File: src/rtl/eeld_pkg.sv
package eeld_pkg;
  // bits of the read command (start bit included), shifted out first
  localparam int        OPW      = 3;
  localparam logic [OPW-1:0] READ_OP = 3'b110;
  localparam int        WORD_W   = 16;
  // station address is built from this many leading image words
  localparam int        ADDR_WORDS = 3;
  localparam int        STATION_W  = WORD_W * ADDR_WORDS;

  typedef enum logic [2:0] {
    PH_IDLE, PH_DESEL, PH_CLO, PH_CHI, PH_DLO, PH_DHI, PH_END
  } phase_t;

  typedef enum logic [2:0] {
    SC_PROBE_GO, SC_PROBE_WAIT, SC_GO, SC_WAIT, SC_HOLD
  } scan_t;
endpackage

File: src/rtl/sprom_access.sv
// One read access on the three-wire serial memory: deselect, command and
// address out, 16 data bits in, deselect.
module sprom_access
  import eeld_pkg::*;
#(
  parameter int HALF_CLKS = 50,
  parameter int NARROW_AW = 6,
  parameter int WIDE_AW   = 8
) (
  input  logic               clk,
  input  logic               rst,
  input  logic               start,
  input  logic               wide,
  input  logic [WIDE_AW-1:0] addr,
  output logic               done,
  output logic [WORD_W-1:0]  word,
  output logic               cs,
  output logic               sk,
  output logic               di,
  input  logic               so_in
);
  localparam int CMDW = OPW + WIDE_AW;
  localparam int TW   = $clog2(HALF_CLKS + 1);
  localparam int BW   = $clog2(CMDW);
  localparam int DCW  = $clog2(WORD_W + 1);
  localparam logic [TW-1:0]  RELOAD = TW'(HALF_CLKS - 1);
  localparam logic [BW-1:0]  LAST_W = BW'(CMDW - 1);
  localparam logic [BW-1:0]  LAST_N = BW'(OPW + NARROW_AW - 1);
  localparam logic [DCW-1:0] NBITS  = DCW'(WORD_W);

  phase_t            ph;
  logic [TW-1:0]     tmr;
  logic              tick;
  logic [CMDW-1:0]   cmd_sr;
  logic [BW-1:0]     bits;
  logic [DCW-1:0]    dcnt;
  logic [WORD_W-1:0] shf;
  logic [1:0]        sync;

  assign tick = (tmr == '0);

  always_ff @(posedge clk) begin
    if (rst) sync <= 2'b11;
    else     sync <= {sync[0], so_in};
  end

  always_ff @(posedge clk) begin
    if (rst) begin
      ph <= PH_IDLE; tmr <= '0; cs <= 1'b0; sk <= 1'b0; di <= 1'b0;
      cmd_sr <= '0; bits <= '0; dcnt <= '0; shf <= '0; word <= '0;
      done <= 1'b0;
    end else begin
      done <= 1'b0;
      if (ph != PH_IDLE) tmr <= tick ? RELOAD : tmr - 1'b1;
      case (ph)
        PH_IDLE: if (start) begin
          cmd_sr <= wide ? {READ_OP, addr}
                         : {READ_OP, addr[NARROW_AW-1:0], {(WIDE_AW-NARROW_AW){1'b0}}};
          bits   <= wide ? LAST_W : LAST_N;
          tmr    <= RELOAD;
          cs <= 1'b0; sk <= 1'b0; di <= 1'b0;
          ph <= PH_DESEL;
        end
        PH_DESEL: if (tick) begin
          cs <= 1'b1; di <= cmd_sr[CMDW-1]; ph <= PH_CLO;
        end
        PH_CLO: if (tick) begin
          sk <= 1'b1; ph <= PH_CHI;
        end
        PH_CHI: if (tick) begin
          sk <= 1'b0;
          if (bits == '0) begin
            di <= 1'b0; dcnt <= NBITS; ph <= PH_DLO;
          end else begin
            cmd_sr <= cmd_sr << 1;
            di     <= cmd_sr[CMDW-2];
            bits   <= bits - 1'b1;
            ph     <= PH_CLO;
          end
        end
        PH_DLO: if (tick) begin
          if (dcnt == '0) begin
            cs <= 1'b0; ph <= PH_END;
          end else begin
            sk <= 1'b1; ph <= PH_DHI;
          end
        end
        PH_DHI: if (tick) begin
          shf  <= {shf[WORD_W-2:0], sync[1]};
          dcnt <= dcnt - 1'b1;
          sk   <= 1'b0;
          ph   <= PH_DLO;
        end
        PH_END: if (tick) begin
          word <= shf; done <= 1'b1; ph <= PH_IDLE;
        end
        default: ph <= PH_IDLE;
      endcase
    end
  end

  // data-in may only move while the shift clock is low
  assert_di_hold_R2: assert property (@(posedge clk) disable iff (rst)
    (sk && $past(sk)) |-> $stable(di));
  // the clock never pulses with the device deselected
  assert_sk_in_cs_R3: assert property (@(posedge clk) disable iff (rst)
    sk |-> cs);
endmodule

File: src/rtl/image_scanner.sv
// Sequences the trial read and the 64 image reads, sums and captures.
module image_scanner
  import eeld_pkg::*;
#(
  parameter int              WORDS     = 64,
  parameter logic [WORD_W-1:0] SIGNATURE = 16'hBABA,
  parameter int              WIDE_AW   = 8
) (
  input  logic                 clk,
  input  logic                 rst,
  output logic                 rd_start,
  output logic                 rd_wide,
  output logic [WIDE_AW-1:0]   rd_addr,
  input  logic                 rd_done,
  input  logic [WORD_W-1:0]    rd_word,
  output logic [STATION_W-1:0] station_addr,
  output logic                 addr_valid,
  output logic                 load_done
);
  localparam int IW = $clog2(WORDS);
  localparam int AW = $clog2(WORDS + 2);
  localparam logic [IW-1:0] LAST_IDX = IW'(WORDS - 1);
  localparam logic [IW-1:0] CAP_LIM  = IW'(ADDR_WORDS);

  scan_t              st;
  logic [IW-1:0]      idx;
  logic [WORD_W-1:0]  sum, sum_next;
  logic [STATION_W-1:0] cap;
  logic [AW-1:0]      acc_cnt;

  assign sum_next = sum + rd_word;
  assign rd_addr  = WIDE_AW'(idx);

  always_ff @(posedge clk) begin
    if (rst) begin
      st <= SC_PROBE_GO; idx <= '0; sum <= '0; cap <= '0;
      rd_start <= 1'b0; rd_wide <= 1'b0;
      station_addr <= '0; addr_valid <= 1'b0; load_done <= 1'b0;
    end else begin
      rd_start  <= 1'b0;
      load_done <= 1'b0;
      case (st)
        SC_PROBE_GO: begin
          rd_start <= 1'b1; rd_wide <= 1'b0; idx <= '0; st <= SC_PROBE_WAIT;
        end
        SC_PROBE_WAIT: if (rd_done) begin
          rd_wide <= (rd_word == '1);
          st <= SC_GO;
        end
        SC_GO: begin
          rd_start <= 1'b1; st <= SC_WAIT;
        end
        SC_WAIT: if (rd_done) begin
          sum <= sum_next;
          if (idx < CAP_LIM)
            cap <= {cap[STATION_W-WORD_W-1:0], rd_word[7:0], rd_word[15:8]};
          if (idx == LAST_IDX) begin
            addr_valid   <= (sum_next == SIGNATURE);
            station_addr <= (sum_next == SIGNATURE) ? cap : '0;
            load_done    <= 1'b1;
            st <= SC_HOLD;
          end else begin
            idx <= idx + 1'b1;
            st  <= SC_GO;
          end
        end
        default: st <= SC_HOLD;
      endcase
    end
  end

  // checker: accesses completed since reset
  always_ff @(posedge clk) begin
    if (rst) acc_cnt <= '0;
    else if (rd_done) acc_cnt <= acc_cnt + 1'b1;
  end

  assert_access_count_R5: assert property (@(posedge clk) disable iff (rst)
    load_done |-> (acc_cnt == AW'(WORDS + 1)));
  assert_done_pulse_R9: assert property (@(posedge clk) disable iff (rst)
    load_done |=> !load_done);
  assert_zero_when_bad_R7: assert property (@(posedge clk) disable iff (rst)
    (load_done && !addr_valid) |-> (station_addr == '0));
endmodule

File: src/rtl/eeprom_addr_loader.sv
module eeprom_addr_loader
  import eeld_pkg::*;
#(
  parameter int                HALF_CLKS = 50,
  parameter int                WORDS     = 64,
  parameter logic [WORD_W-1:0] SIGNATURE = 16'hBABA,
  parameter int                NARROW_AW = 6,
  parameter int                WIDE_AW   = 8
) (
  input  logic                 clk,
  input  logic                 rst,
  output logic                 rom_cs,
  output logic                 rom_sk,
  output logic                 rom_di,
  input  logic                 rom_do,
  output logic [STATION_W-1:0] station_addr,
  output logic                 addr_valid,
  output logic                 load_done
);
  logic               rd_start, rd_wide, rd_done;
  logic [WIDE_AW-1:0] rd_addr;
  logic [WORD_W-1:0]  rd_word;

  image_scanner #(.WORDS(WORDS), .SIGNATURE(SIGNATURE), .WIDE_AW(WIDE_AW)) u_scan (
    .clk(clk), .rst(rst), .rd_start(rd_start), .rd_wide(rd_wide),
    .rd_addr(rd_addr), .rd_done(rd_done), .rd_word(rd_word),
    .station_addr(station_addr), .addr_valid(addr_valid), .load_done(load_done));

  sprom_access #(.HALF_CLKS(HALF_CLKS), .NARROW_AW(NARROW_AW), .WIDE_AW(WIDE_AW)) u_port (
    .clk(clk), .rst(rst), .start(rd_start), .wide(rd_wide), .addr(rd_addr),
    .done(rd_done), .word(rd_word), .cs(rom_cs), .sk(rom_sk), .di(rom_di),
    .so_in(rom_do));

  // checker: length of the current shift-clock level, saturating
  localparam int RW = $clog2(HALF_CLKS + 1);
  localparam logic [RW-1:0] RSAT = RW'(HALF_CLKS);
  logic          sk_d, finished;
  logic [RW-1:0] run;

  always_ff @(posedge clk) begin
    if (rst) begin
      sk_d <= 1'b0; run <= RSAT; finished <= 1'b0;
    end else begin
      sk_d <= rom_sk;
      if (rom_sk != sk_d) run <= RW'(1);
      else if (run != RSAT) run <= run + 1'b1;
      if (load_done) finished <= 1'b1;
    end
  end

  assert_half_width_R8: assert property (@(posedge clk) disable iff (rst)
    (rom_sk != sk_d) |-> (run == RSAT));
  assert_quiet_after_R9: assert property (@(posedge clk) disable iff (rst)
    finished |-> !rom_cs);
endmodule

File: config.mk
export PLATFORM = sky130hd
export DESIGN_NAME = eeprom_addr_loader
export DESIGN_NICKNAME = d
export VERILOG_FILES = /design/src/rtl/eeld_pkg.sv /design/src/rtl/sprom_access.sv /design/src/rtl/image_scanner.sv /design/src/rtl/eeprom_addr_loader.sv
export SDC_FILE = /design/constraint.sdc
export NUM_CORES = 1
export LEC_CHECK = 0
export BUFFER_PORTS_ARGS = -buffer_cell sky130_fd_sc_hd__buf_2
export CORE_MARGIN = 4
export CORE_UTILIZATION = 55
export DETAILED_ROUTE_END_ITERATION = 8
export MAX_ROUTING_LAYER = met4
export PLACE_DENSITY = 0.84
export SLEW_MARGIN = 20
export SYNTH_ARGS = -nofsm -noshare
export SYNTH_HDL_FRONTEND = slang
export SYNTH_SLANG_ARGS = --single-unit
File: constraint.sdc
create_clock -name clk -period 4.8 [get_ports clk]
set_input_delay 0.72 -clock clk [delete_from_list [all_inputs] [get_ports clk]]
set_output_delay 0.72 -clock clk [all_outputs]
set_load 0.03 [all_outputs]
* Word-level counts from Yosys, hierarchy flattened
Index checks and enable logic that the tools add are counted.
Operators by class: $add $sub $neg 5, order comparisons 1, equal/unequal tests 27, mux-type cells 54, bitwise logic cells 3, reductions and logical operators 31
Operator list (count):
- $mux W48 | 1
- $mux W6 | 6
- $mux W11 | 3
- $mux W3 | 11
- $eq A16 B16 Y1 const B | 2
- $ne A2 B1 Y1 const B | 11
- $pmux W11 S2 | 1
- $pmux W3 S7 | 1
- $add A16 B16 Y16 | 1
- $mux W5 | 3
- $mux W1 | 14
- $eq A3 B2 Y1 const B | 4
- $mux W4 | 3
- $pmux W3 S4 | 1
- $pmux W6 S2 | 1
- $reduce_and A4 Y1 | 3
- $pmux W5 S2 | 1
- $reduce_and A2 Y1 | 5
- $eq A3 B3 Y1 const B | 3
- $reduce_and A3 Y1 | 3
- $reduce_bool A3 Y1 | 3
- $mux W8 | 1
- $ne A2 B2 Y1 const B | 4
- $pmux W4 S2 | 1
- 23 further kinds | 34
Storage, ports and cells: register bits 192, bits of input ports 3, output and inout bits 53

* Logic depth before layout (Yosys ltp)
Gate-level depths: netlist of the first run.
word-level depth 5, mapped depth 11

* Cells and area by module
Synthesis of the first run repeated with hierarchy kept, for this count alone.
Unflattened totals: cells, all modules 1060, area, all modules 8579.5 µm²
Modules (own cells, without submodules):
- image_scanner | times used 1, cells an instance 677, area each 5494.0 µm², sequential area each 2502.4 µm²
- sprom_access | times used 1, cells an instance 383, area each 3085.5 µm², sequential area each 1341.3 µm²

* Worst setup path after synthesis of the first run
Ideal clock, no wire load.
kind register to register, from register u_port.word[0], to register u_scan.station_addr[29], setup time 0.084 ns, arrival time 2.575 ns, required time 4.716 ns, setup slack 2.141 ns, cell stages (with the launch flop) 12, period minus slack after synthesis 2.659 ns, cells stage by stage dfxtp_1 ha_1 fa_1 a211oi_1 o211ai_1 a311oi_1 o21ba_2 xor2_1 nand4_1 buf_4 buf_6 o31ai_2
On the way: longest elaborated chain between the ends 3
RTL lines:
- from (decl) | RTL line sprom_access.sv:16 | output logic [WORD_W-1:0] word,
- from (signal assigned) | RTL line sprom_access.sv:50 | cmd_sr <= '0; bits <= '0; dcnt <= '0; shf <= '0; word <= '0;
- from (signal assigned) | RTL line sprom_access.sv:95 | word <= shf; done <= 1'b1; ph <= PH_IDLE;
- $add A16 B16 Y16 | RTL line image_scanner.sv:31 | assign sum_next = sum + rd_word;
- $eq A16 B16 Y1 | RTL line image_scanner.sv:59 | station_addr <= (sum_next == SIGNATURE) ? cap : '0;
- $mux W48 | RTL line image_scanner.sv:59
- to (signal assigned) | RTL line image_scanner.sv:59
- to (decl) | RTL line image_scanner.sv:16 | output logic [STATION_W-1:0] station_addr,
No other way between the ends. A chain may end at the register's enable or synchronous reset.

* Final worst setup path of the first run
from register u_port.word[0], to register u_scan.station_addr[39]
Same word-level chain as after synthesis.

==> flow_summary.json, run 1 <==
{
  "status": "completed",
  "dieArea_um2": 17000,
  "crit_required_ps": 5140,
  "reg2reg_depth": 10,
  "wire_per_inst_um": 14.9,
  "seqPwrFrac_pct": 50.3,
  "yosysWarnings": 0,
  "power.switching_mw": 0.858,
  "ys_async_sr_fraction_pct": 0,
  "path_max_fanout": 50,
  "min_path_cells": 1,
  "critPathArrivalTime_ps": 3580,
  "placed_cell_area_um2": 8510,
  "rsz0062_at_grt": "false",
  "post_cts_buffers": 0,
  "power.internal_mw": 2.44,
  "ys_seq_area_share_pct": 46.8,
  "finalMaxSlewViolations": 0,
  "hp-class": "reg -> reg",
  "holdBufCountCts": 0,
  "r2r-end": "u_scan.station_addr[39]$_SDFFE_PP0P_",
  "crit_type": "reg -> reg",
  "fmax_ghz": 0.308,
  "synth-edff-count": 0,
  "ios": 56,
  "clk_latency_ps": 430,
  "h-tree-depth": 4,
  "power.density_nw_per_um2": 363,
  "min_period_over_period_pct": 67.6,
  "wl_um": 18400,
  "netlist_instances": 1037,
  "cts_sinks": 192,
  "grt_pass1_vias": 6233,
  "track_usage_pct": 22.6,
  "fp.coreArea_um2": 14600,
  "finalInstanceArea_um2": 9110,
  "p_clk_share_pct": 42.8,
  "drtIter0Drc": 640,
  "port_buffers": 55,
  "place_congestion": 0.870,
  "max-cap-violations": 0,
  "clock_skew_ps": 8.44,
  "syn_nets": 1061,
  "reg2reg_slack_ps": 1560,
  "switching_share_pct": 26.0,
  "min_from": "u_port.sync[0]$_SDFF_PP1_",
  "clock_path_buffers": 2,
  "peakVddDrop_mv": 0.419,
  "slew_headroom_pct": 26.1,
  "cts-resized-gates": 0,
  "setup_ws_ps": 1560,
  "ys.flop_type": "dfxtp_1",
  "power.leakage_nw": 3.24,
  "dieHeight_um": 130,
  "finalSetupTns_ps": 0,
  "pre_cts_ws_ps": 1600,
  "viasPerCell": 5.74,
  "areaGrowthSynthToFinish_pct": 10.8,
  "syn-cell-area_um2": 8220,
  "ys_types": 53,
  "final-seq-area_um2": 3840,
  "numCtsBuffers": 17,
  "tightestPinTransition_ps": 1100,
  "layout_min_cycle_time_ps": 3240,
  "cts_tree": "done",
  "yosys.area.top_type": "dfxtp_1",
  "end_kind": "flop",
  "nFillCells": 1225,
  "initial_core_util_pct": 56.3,
  "drive_gt1_share_pct": 10.9,
  "hold_viol": 0,
  "drc": 0,
  "synth_area_per_cell_um2": 7.93,
  "multi_input_area_um2": 4060,
  "final_nets": 1067,
  "yosys-top-cells-area": "dfxtp_1 (47%), nand2_1 (14%), a21oi_1 (8.0%)",
  "ys_seq_elements": 192,
  "hold-path-endpoint": "u_port.sync[1]$_SDFF_PP1_",
  "setup-violations-final": 0,
  "rr_startpoint": "u_port.word[0]$_SDFFE_PP0P_",
  "final_antenna_net_count": 0,
  "vias": 7116,
  "pwr-share-comb_pct": 6.8,
  "fin_util_pct": 62.4,
  "grt_max_degree": 77,
  "antenna_found_initial": 0,
  "synth_top_cell_area_share_pct": 46.8,
  "gr-total-overflow": 0,
  "rows": 44,
  "hold-worst-slack_ps": 424,
  "hpwl_um": 11800,
  "start_kind": "flop",
  "grt_pass1_wl_um": 30300,
  "drt-pass1-iter-count": 5,
  "clk_pin_slew_ps": 70,
  "clockRootBuffer": "clkbuf_16",
  "die_w_um": 130,
  "num_antenna_cells": 0
}
[metal layers]
layer / vias to the layer above / routed length, um / global-route usage [%]
met2: 142 / 8790 / 34.7
met4: 0 / 319 / 6.60
li1: 3571 / - / -
met1: 3375 / 8500 / 30.7
met3: 28 / 827 / 3.85
met5: - / 0 / -
[power groups by stage]
stage	combinational, mW	clock, mW	sequential [mW]
2_1_floorplan	0.198	0	1.68
3_3_place_gp	0.218	0	1.70
3_5_place_dp	0.223	0	1.70
4_1_cts	0.226	1.43	1.66
5_1_grt	0.261	1.50	1.67
6_report	0.226	1.41	1.66
[critical path, cell delays in order (launching register included)]
cell      delay (ps)
dfxtp_1          350
ha_1             260
fa_1             430
a211oi_1         360
o211ai_1         210
a31oi_2          360
nand3_1          190
o311ai_4         120
buf_4            490
nand2_1          140
o31ai_1          220
[synthesized netlist by cell type, drive strengths merged (4+ instances only)]
master / number
clkbuf: 59
nand2b: 5
and2: 4
o21ai: 24
a21oi: 131
dfxtp: 192
o211ai: 12
o31ai: 50
xor2: 8
nand3: 12
and3: 6
ha: 20
a211oi: 12
nand4: 9
buf: 15
or3: 6
xnor2: 9
nor3: 26
nand2: 312
inv: 15
or2: 4
a311oi: 5
nor2: 50
nor2b: 6
mux2i: 5
nor3b: 4
[worst max-delay path by stage]
stage,start,end,slack [ps]
floorplan,u_port.word[0]$_SDFFE_PP0P_,u_scan.station_addr[29]$_SDFFE_PP0P_,2140
global placement,u_port.word[0]$_SDFFE_PP0P_,u_scan.station_addr[37]$_SDFFE_PP0P_,1800
detailed placement,u_port.word[0]$_SDFFE_PP0P_,u_scan.station_addr[23]$_SDFFE_PP0P_,1600
CTS,u_port.word[0]$_SDFFE_PP0P_,u_scan.station_addr[23]$_SDFFE_PP0P_,1590
global route,u_port.word[0]$_SDFFE_PP0P_,u_scan.station_addr[11]$_SDFFE_PP0P_,1370
finish,u_port.word[0]$_SDFFE_PP0P_,u_scan.station_addr[39]$_SDFFE_PP0P_,1560
[sequential cells by signal, summed over array words and instances, names as in the netlist, 6 cells and up]
| signal | cells |
|---|---|
| u_scan.sum | 16 |
| u_port.shf | 16 |
| u_scan.idx | 6 |
| u_port.tmr | 6 |
| u_port.cmd_sr | 11 |
| u_scan.cap | 48 |
| u_port.word | 16 |
| u_scan.station_addr | 48 |
[cells by family after synthesis]
logic type      synth area share [%]
compound gates                  19.4
xor+xnor                        2.09
fa+ha+maj                       3.29
buf+inv                         4.29
flops                           46.8
mux                            0.746
simple gates                    23.4
[through the flow]
stage	instances	total power [mW]
after floorplan	1037	1.88
after global placement	1208	1.92
after detailed placement	1208	1.92
after CTS	1240	3.32
after global routing	1240	3.43
final	1240	3.30
[area by class of cell]
type / count / area share, %
sequential: 192 / 42.2
clock buffer: 18 / 4.71
inverter: 15 / 0.618
clock inverter: 14 / 1.79
timing repair buffer: 61 / 3.54
multi-input combinational: 756 / 44.6
tap: 184 / 2.53
[cell usage in the layout, fill, tap and decap left out, types with 3 or more instances in the layout]
cell type,n
nand2_1,312
dfxtp_1,192
a21oi_1,130
buf_2,54
nor2_1,48
o31ai_1,41
nor3_1,25
o21ai_0,24
ha_1,20
clkbuf_16,17
inv_1,15
o211ai_1,12
a211oi_1,12
nand3_1,12
nand4_1,9
xnor2_1,9
o31ai_2,9
xor2_1,8
buf_4,7
and3_1,6
nor2b_1,6
or3_1,6
a311oi_1,5
nand2b_1,5
mux2i_1,5
inv_6,5
inv_8,5
and2_1,4
nor3b_1,4
or2_2,4
o21bai_1,3
a21o_1,3
nand3b_1,3
Note: power is estimated with default switching activity, not from simulation.
==> inputs of run 2 (changes only) <==
==> constraint.sdc (replaced) <==
create_clock -name clk -period 3 [get_ports clk]
set_input_delay 0.45 -clock clk [delete_from_list [all_inputs] [get_ports clk]]
set_output_delay 0.45 -clock clk [all_outputs]
set_load 0.03 [all_outputs]
==> run 2 against run 1 <==
Effect of this change: sequential cell count stayed put; first-iteration DRC count is 11% lower; die area stayed put; core utilization is 1.6 points higher; global-route usage grew 0.47 points; clock power grew 50%; sequential share of layout area down 1.1 points; worst hold slack got worse by 230 ps; clock skew is 4.9 ps higher; design area increased by 2.6%; critical endpoint is now u_scan.station_addr[45]$_SDFFE_PP0P_.
==> flow_summary.json, run 2 (synthesis results as in run 1) <==
{
  "drt-pass1-iter-count": 5,
  "port_buffers": 55,
  "rr_startpoint": "u_port.word[1]$_SDFFE_PP0P_",
  "rows": 44,
  "clock_path_buffers": 2,
  "reg2reg_slack_ps": 170,
  "num_antenna_cells": 0,
  "dieHeight_um": 130,
  "layout_min_cycle_time_ps": 2830,
  "grt_pass1_vias": 6538,
  "top_regs": "u_scan.cap (48), u_scan.station_addr (48)",
  "layout_common_cells": "nand2_1 (312), dfxtp_1 (192), a21oi_1 (130)",
  "viasPerCell": 5.81,
  "max-cap-violations": 0,
  "clk_pin_slew_ps": 70,
  "clockRootBuffer": "clkbuf_16",
  "dieArea_um2": 17000,
  "critPathSlowestCell": "dfxtp_1",
  "slew_headroom_pct": 36.5,
  "holdBufCountCts": 0,
  "r2r-end": "u_scan.station_addr[45]$_SDFFE_PP0P_",
  "vias": 7320,
  "wire_per_inst_um": 15.2,
  "areaGrowthSynthToFinish_pct": 13.7,
  "place_inst": 1226,
  "critPathArrivalTime_ps": 3180,
  "max_stage_delay_ps": 480,
  "start_kind": "flop",
  "min_from": "rom_do",
  "final_antenna_net_count": 0,
  "initial_core_util_pct": 56.3,
  "clk_latency_ps": 440,
  "wl_um": 19100,
  "end_kind": "flop",
  "status": "completed",
  "hp-class": "in -> reg",
  "numCtsBuffers": 17,
  "tightestPinTransition_ps": 952,
  "final_common_cell": "nand2_1",
  "track_usage_pct": 23.0,
  "power.density_nw_per_um2": 552,
  "gr-total-overflow": 0,
  "clock_skew_ps": 13.4,
  "cts_sinks": 192,
  "fmax_ghz": 0.353,
  "reg2reg_depth": 10,
  "h-tree-depth": 4,
  "cts_tree": "done",
  "finalMaxSlewViolations": 0,
  "die_w_um": 130,
  "setup-violations-final": 0,
  "antenna_found_initial": 0,
  "worstPathCellList": "ha_1 > a211oi_1 > o211ai_1 > a21boi_0 > o21bai_1 > xnor2_1 > nand4_1 > buf_4 > clkbuf_16 > o31ai_1",
  "grt_max_degree": 76,
  "hold_viol": 0,
  "stdcell_count": 1260,
  "fin_total_pwr_mw": 5.16,
  "hold-path-endpoint": "u_port.sync[0]$_SDFF_PP1_",
  "peakVddDrop_mv": 0.605,
  "ios": 56,
  "drc": 0,
  "hpwl_um": 12400,
  "final_nets": 1087,
  "place_congestion": 0.877,
  "drive_gt1_share_pct": 13.9,
  "min_path_cells": 2,
  "fp.coreArea_um2": 14600,
  "crit_required_ps": 3350,
  "min_period_over_period_pct": 94.4,
  "crit_type": "reg -> reg",
  "grt_pass1_wl_um": 31100,
  "path_max_fanout": 25,
  "power.leakage_nw": 3.35,
  "drtIter0Drc": 568
}
[run 2: cell type report]
| class | instances | area [um2] |
|---|---|---|
| clock inverter | 12 | 114 |
| sequential | 192 | 3840 |
| inverter | 15 | 56.3 |
| multi-input combinational | 756 | 4160 |
| tap | 184 | 230 |
| fill | 1180 | 5250 |
| timing repair buffer | 81 | 502 |
| clock buffer | 20 | 437 |
[run 2: stage by stage]
| step | TNS (ps) | setup slack, ps | hold WS [ps] | area (um2) | util (%) |
|---|---|---|---|---|---|
| floorplan | 0 | 341 | 389 | 8220 | - |
| global placement | 0 | 170 | 429 | 8660 | 59.3 |
| detailed placement | 0 | 8.70 | 430 | 8660 | 59.3 |
| CTS | 0 | 40.0 | 186 | 9210 | 63.1 |
| global route | -9.73 | -9.73 | 202 | 9340 | 64.0 |
| finish | 0 | 168 | 195 | 9340 | 64.0 |
[run 2: where the power goes]
part           switching, mW  total (mW)  internal (mW)
logic                  0.258       0.390          0.132
clock network           1.03        2.12           1.09
registers             0.0502        2.65           2.60
total                   1.34        5.16           3.82
[run 2: layer usage]
| layer | global-route usage, % | vias to the layer above | part of all wire (%) |
|---|---|---|---|
| met5 | - | - | 0 |
| met4 | 6.91 | 0 | 1.5 |
| met3 | 4.38 | 29 | 6.1 |
| li1 | - | 3616 | - |
| met2 | 35.4 | 222 | 48 |
| met1 | 31.0 | 3453 | 44 |
[run 2: how the worst max path moves through the flow]
stage,start,end,cells past startpoint
4_1_cts,u_port.word[0]$_SDFFE_PP0P_,u_scan.station_addr[20]$_SDFFE_PP0P_,10
3_3_place_gp,u_port.word[0]$_SDFFE_PP0P_,u_scan.station_addr[37]$_SDFFE_PP0P_,10
3_5_place_dp,u_port.word[0]$_SDFFE_PP0P_,u_scan.station_addr[26]$_SDFFE_PP0P_,10
5_1_grt,u_port.word[0]$_SDFFE_PP0P_,u_scan.station_addr[26]$_SDFFE_PP0P_,11
6_report,u_port.word[1]$_SDFFE_PP0P_,u_scan.station_addr[45]$_SDFFE_PP0P_,10
2_1_floorplan,u_port.word[0]$_SDFFE_PP0P_,u_scan.station_addr[29]$_SDFFE_PP0P_,11
[run 2: worst max-delay path, delay by kind of cell (launching register included)]
kind | cells | cell delay, ps
and+or+nand+nor | 1 | 120
buffers and inverters | 2 | 370
xor gates and xnor gates | 1 | 230
adders and majority gates | 1 | 300
AOI/OAI and AO/OA | 5 | 1230
DFF | 1 | 480
[run 2: repair_timing]
| item | in CTS | in global routing |
|---|---|---|
| cloned | 0 | 1 |
| endpoints found under the setup margin | 3 | 49 |
| resized for setup | 1 | 22 |
| setup buffers | 0 | 1 |
| pin swaps | 1 | 3 |
==> inputs of run 3 (changes only) <==
--- a/config.mk
+++ b/config.mk
@@ -6,7 +6,6 @@
 export NUM_CORES = 1
 export LEC_CHECK = 0
 export BUFFER_PORTS_ARGS = -buffer_cell sky130_fd_sc_hd__buf_2
-export CORE_MARGIN = 4
 export CORE_UTILIZATION = 55
 export DETAILED_ROUTE_END_ITERATION = 8
 export MAX_ROUTING_LAYER = met4
==> run 3 against run 2 <==
Effect of this change: core utilization up 0.50 points; clock skew down 3.4 ps; setup slack worse by 130 ps; die area down 9.0%; sequential share of layout area down 0.15 points; count of clock-buffer cells in the layout down 3; via count up 1.1%; critical path depth up 1; critical endpoint is now u_scan.station_addr[21]$_SDFFE_PP0P_; largest cell class unchanged.
==> flow_summary.json, run 3 (synthesis results as in run 1) <==
{
  "status": "completed",
  "end_kind": "flop",
  "grt_pass1_wl_um": 32200,
  "crit_required_ps": 3360,
  "critPathArrivalTime_ps": 3320,
  "hold_viol": 0,
  "numCtsBuffers": 17,
  "die_w_um": 124,
  "gr-total-overflow": 0,
  "tightestPinTransition_ps": 902,
  "clockRootBuffer": "clkbuf_16",
  "reg2reg_depth": 11,
  "setup-violations-final": 0,
  "track_usage_pct": 25.9,
  "multi_input_area_um2": 4120,
  "place_congestion": 0.817,
  "finalSetupTns_ps": 0,
  "hp-class": "in -> reg",
  "wl_um": 19900,
  "initial_core_util_pct": 56.6,
  "place_inst": 1227,
  "nFillCells": 1195,
  "clock_skew_ps": 9.99,
  "final_antenna_net_count": 0,
  "drtIter0Drc": 718,
  "rr_startpoint": "u_port.word[0]$_SDFFE_PP0P_",
  "path_max_fanout": 24,
  "power.leakage_nw": 3.38,
  "clk_latency_ps": 440,
  "dieHeight_um": 124,
  "num_antenna_cells": 0,
  "drt-pass1-iter-count": 5,
  "power.density_nw_per_um2": 570,
  "setup_ws_ps": 40.6,
  "crit_buf_inv": 2,
  "antenna_found_initial": 0,
  "ios": 56,
  "dieArea_um2": 15400,
  "pre_cts_ws_ps": 24.9,
  "drive_gt1_share_pct": 13.6,
  "hpwl_um": 12200,
  "top_regs": "u_scan.cap (48), u_scan.station_addr (48)",
  "grt_max_degree": 82,
  "slew_headroom_pct": 39.8,
  "fmax_ghz": 0.338,
  "fp.coreArea_um2": 14500,
  "start_kind": "flop",
  "critPathSlowestCell": "fa_2",
  "areaGrowthSynthToFinish_pct": 14.1,
  "wire_per_inst_um": 15.8,
  "layout_min_cycle_time_ps": 2960,
  "clk_pin_slew_ps": 80,
  "stdcell_count": 1262,
  "startpoint": "u_port.word[0]$_SDFFE_PP0P_",
  "clock_path_buffers": 2,
  "fin_util_pct": 64.5,
  "vias": 7400,
  "holdBufCountCts": 0,
  "cts_sinks": 192,
  "final_nets": 1089,
  "cts_tree": "done",
  "min_from": "rom_do",
  "drc": 0,
  "viasPerCell": 5.86,
  "min_period_over_period_pct": 98.6,
  "max-cap-violations": 0,
  "finalMaxSlewViolations": 0,
  "peakVddDrop_mv": 0.534,
  "worstPathCellList": "ha_4 > fa_2 > a211oi_2 > o211ai_1 > a311oi_1 > o21ba_2 > xor2_2 > nand4_1 > buf_4 > buf_12 > o31ai_1",
  "rows": 44,
  "crit_type": "reg -> reg",
  "h-tree-depth": 4,
  "final_common_cell": "nand2_1",
  "cp.depth": 11,
  "port_buffers": 55,
  "final-seq-area_um2": 3840,
  "crit_family": "compound AO/OA/AOI/OAI gates",
  "grt_pass1_vias": 6599,
  "max_stage_delay_ps": 390,
  "min_path_cells": 2,
  "layout_common_cells": "nand2_1 (312), dfxtp_1 (191), a21oi_1 (130)"
}
run 3: cell count changes in the layout (fill, tap and decap cells not counted), sizes merged:
cell | before | now
inv | 23 | 21
bufinv | 0 | 1
clkinvlp | 3 | 1
clkinv | 1 | 7
clkbuf | 21 | 18
buf | 80 | 82
run 3: layout make-up:
class                      count  area share (%)
clock buffer                  17            4.54
tap                          184            2.45
timing repair buffer          83            5.56
multi-input combinational    756            44.0
sequential                   192            41.0
clock inverter                15            1.88
inverter                      15           0.600
run 3: path summary, 6_finish.rpt:
| path | endpoint | slack (ps) |
|---|---|---|
| max reg2reg | u_scan.station_addr[21]$_SDFFE_PP0P_ | 40 |
| max | u_scan.station_addr[21]$_SDFFE_PP0P_ | 40 |
| min | u_port.sync[0]$_SDFF_PP1_ | 200 |
| min reg2reg | u_port.sync[1]$_SDFF_PP1_ | 420 |
run 3: timing repair:
item,CTS,global route
hold endpoints to repair,0,0
pin swaps,0,6
cloned,0,1
endpoints found under the setup margin,2,50
gates resized for setup,1,16
setup buffers,0,2
run 3: layer usage:
layer	up-vias	GRT usage, %	share of wire, %	wire length, um
met5	-	-	0	0
li1	3609	-	-	-
met3	40	4.18	5.2	1030
met4	0	9.57	2.0	397
met1	3521	34.4	44	8820
met2	230	39.9	48	9650
run 3: stage by stage:
stage / instance area, um2 / hold slack (ps) / power [mW]
floorplan: 8220 / 389 / 3.01
global placement: 8670 / 398 / 3.08
detailed placement: 8670 / 398 / 3.09
CTS: 9270 / 192 / 5.36
global route: 9380 / 206 / 5.51
finish: 9380 / 199 / 5.34
run 3: power by group:
part	total, mW	internal (mW)	switching [mW]
registers	2.65	2.60	0.0541
clock network	2.29	1.19	1.10
logic	0.404	0.134	0.270
run 3: worst register-to-register path, cell delays in order (launching register included):
cell	delay, ps
dfxtp_2	350
ha_4	180
fa_2	390
a211oi_2	230
o211ai_1	210
a311oi_1	340
o21ba_2	210
xor2_2	160
nand4_1	190
buf_4	220
buf_12	160
o31ai_1	230
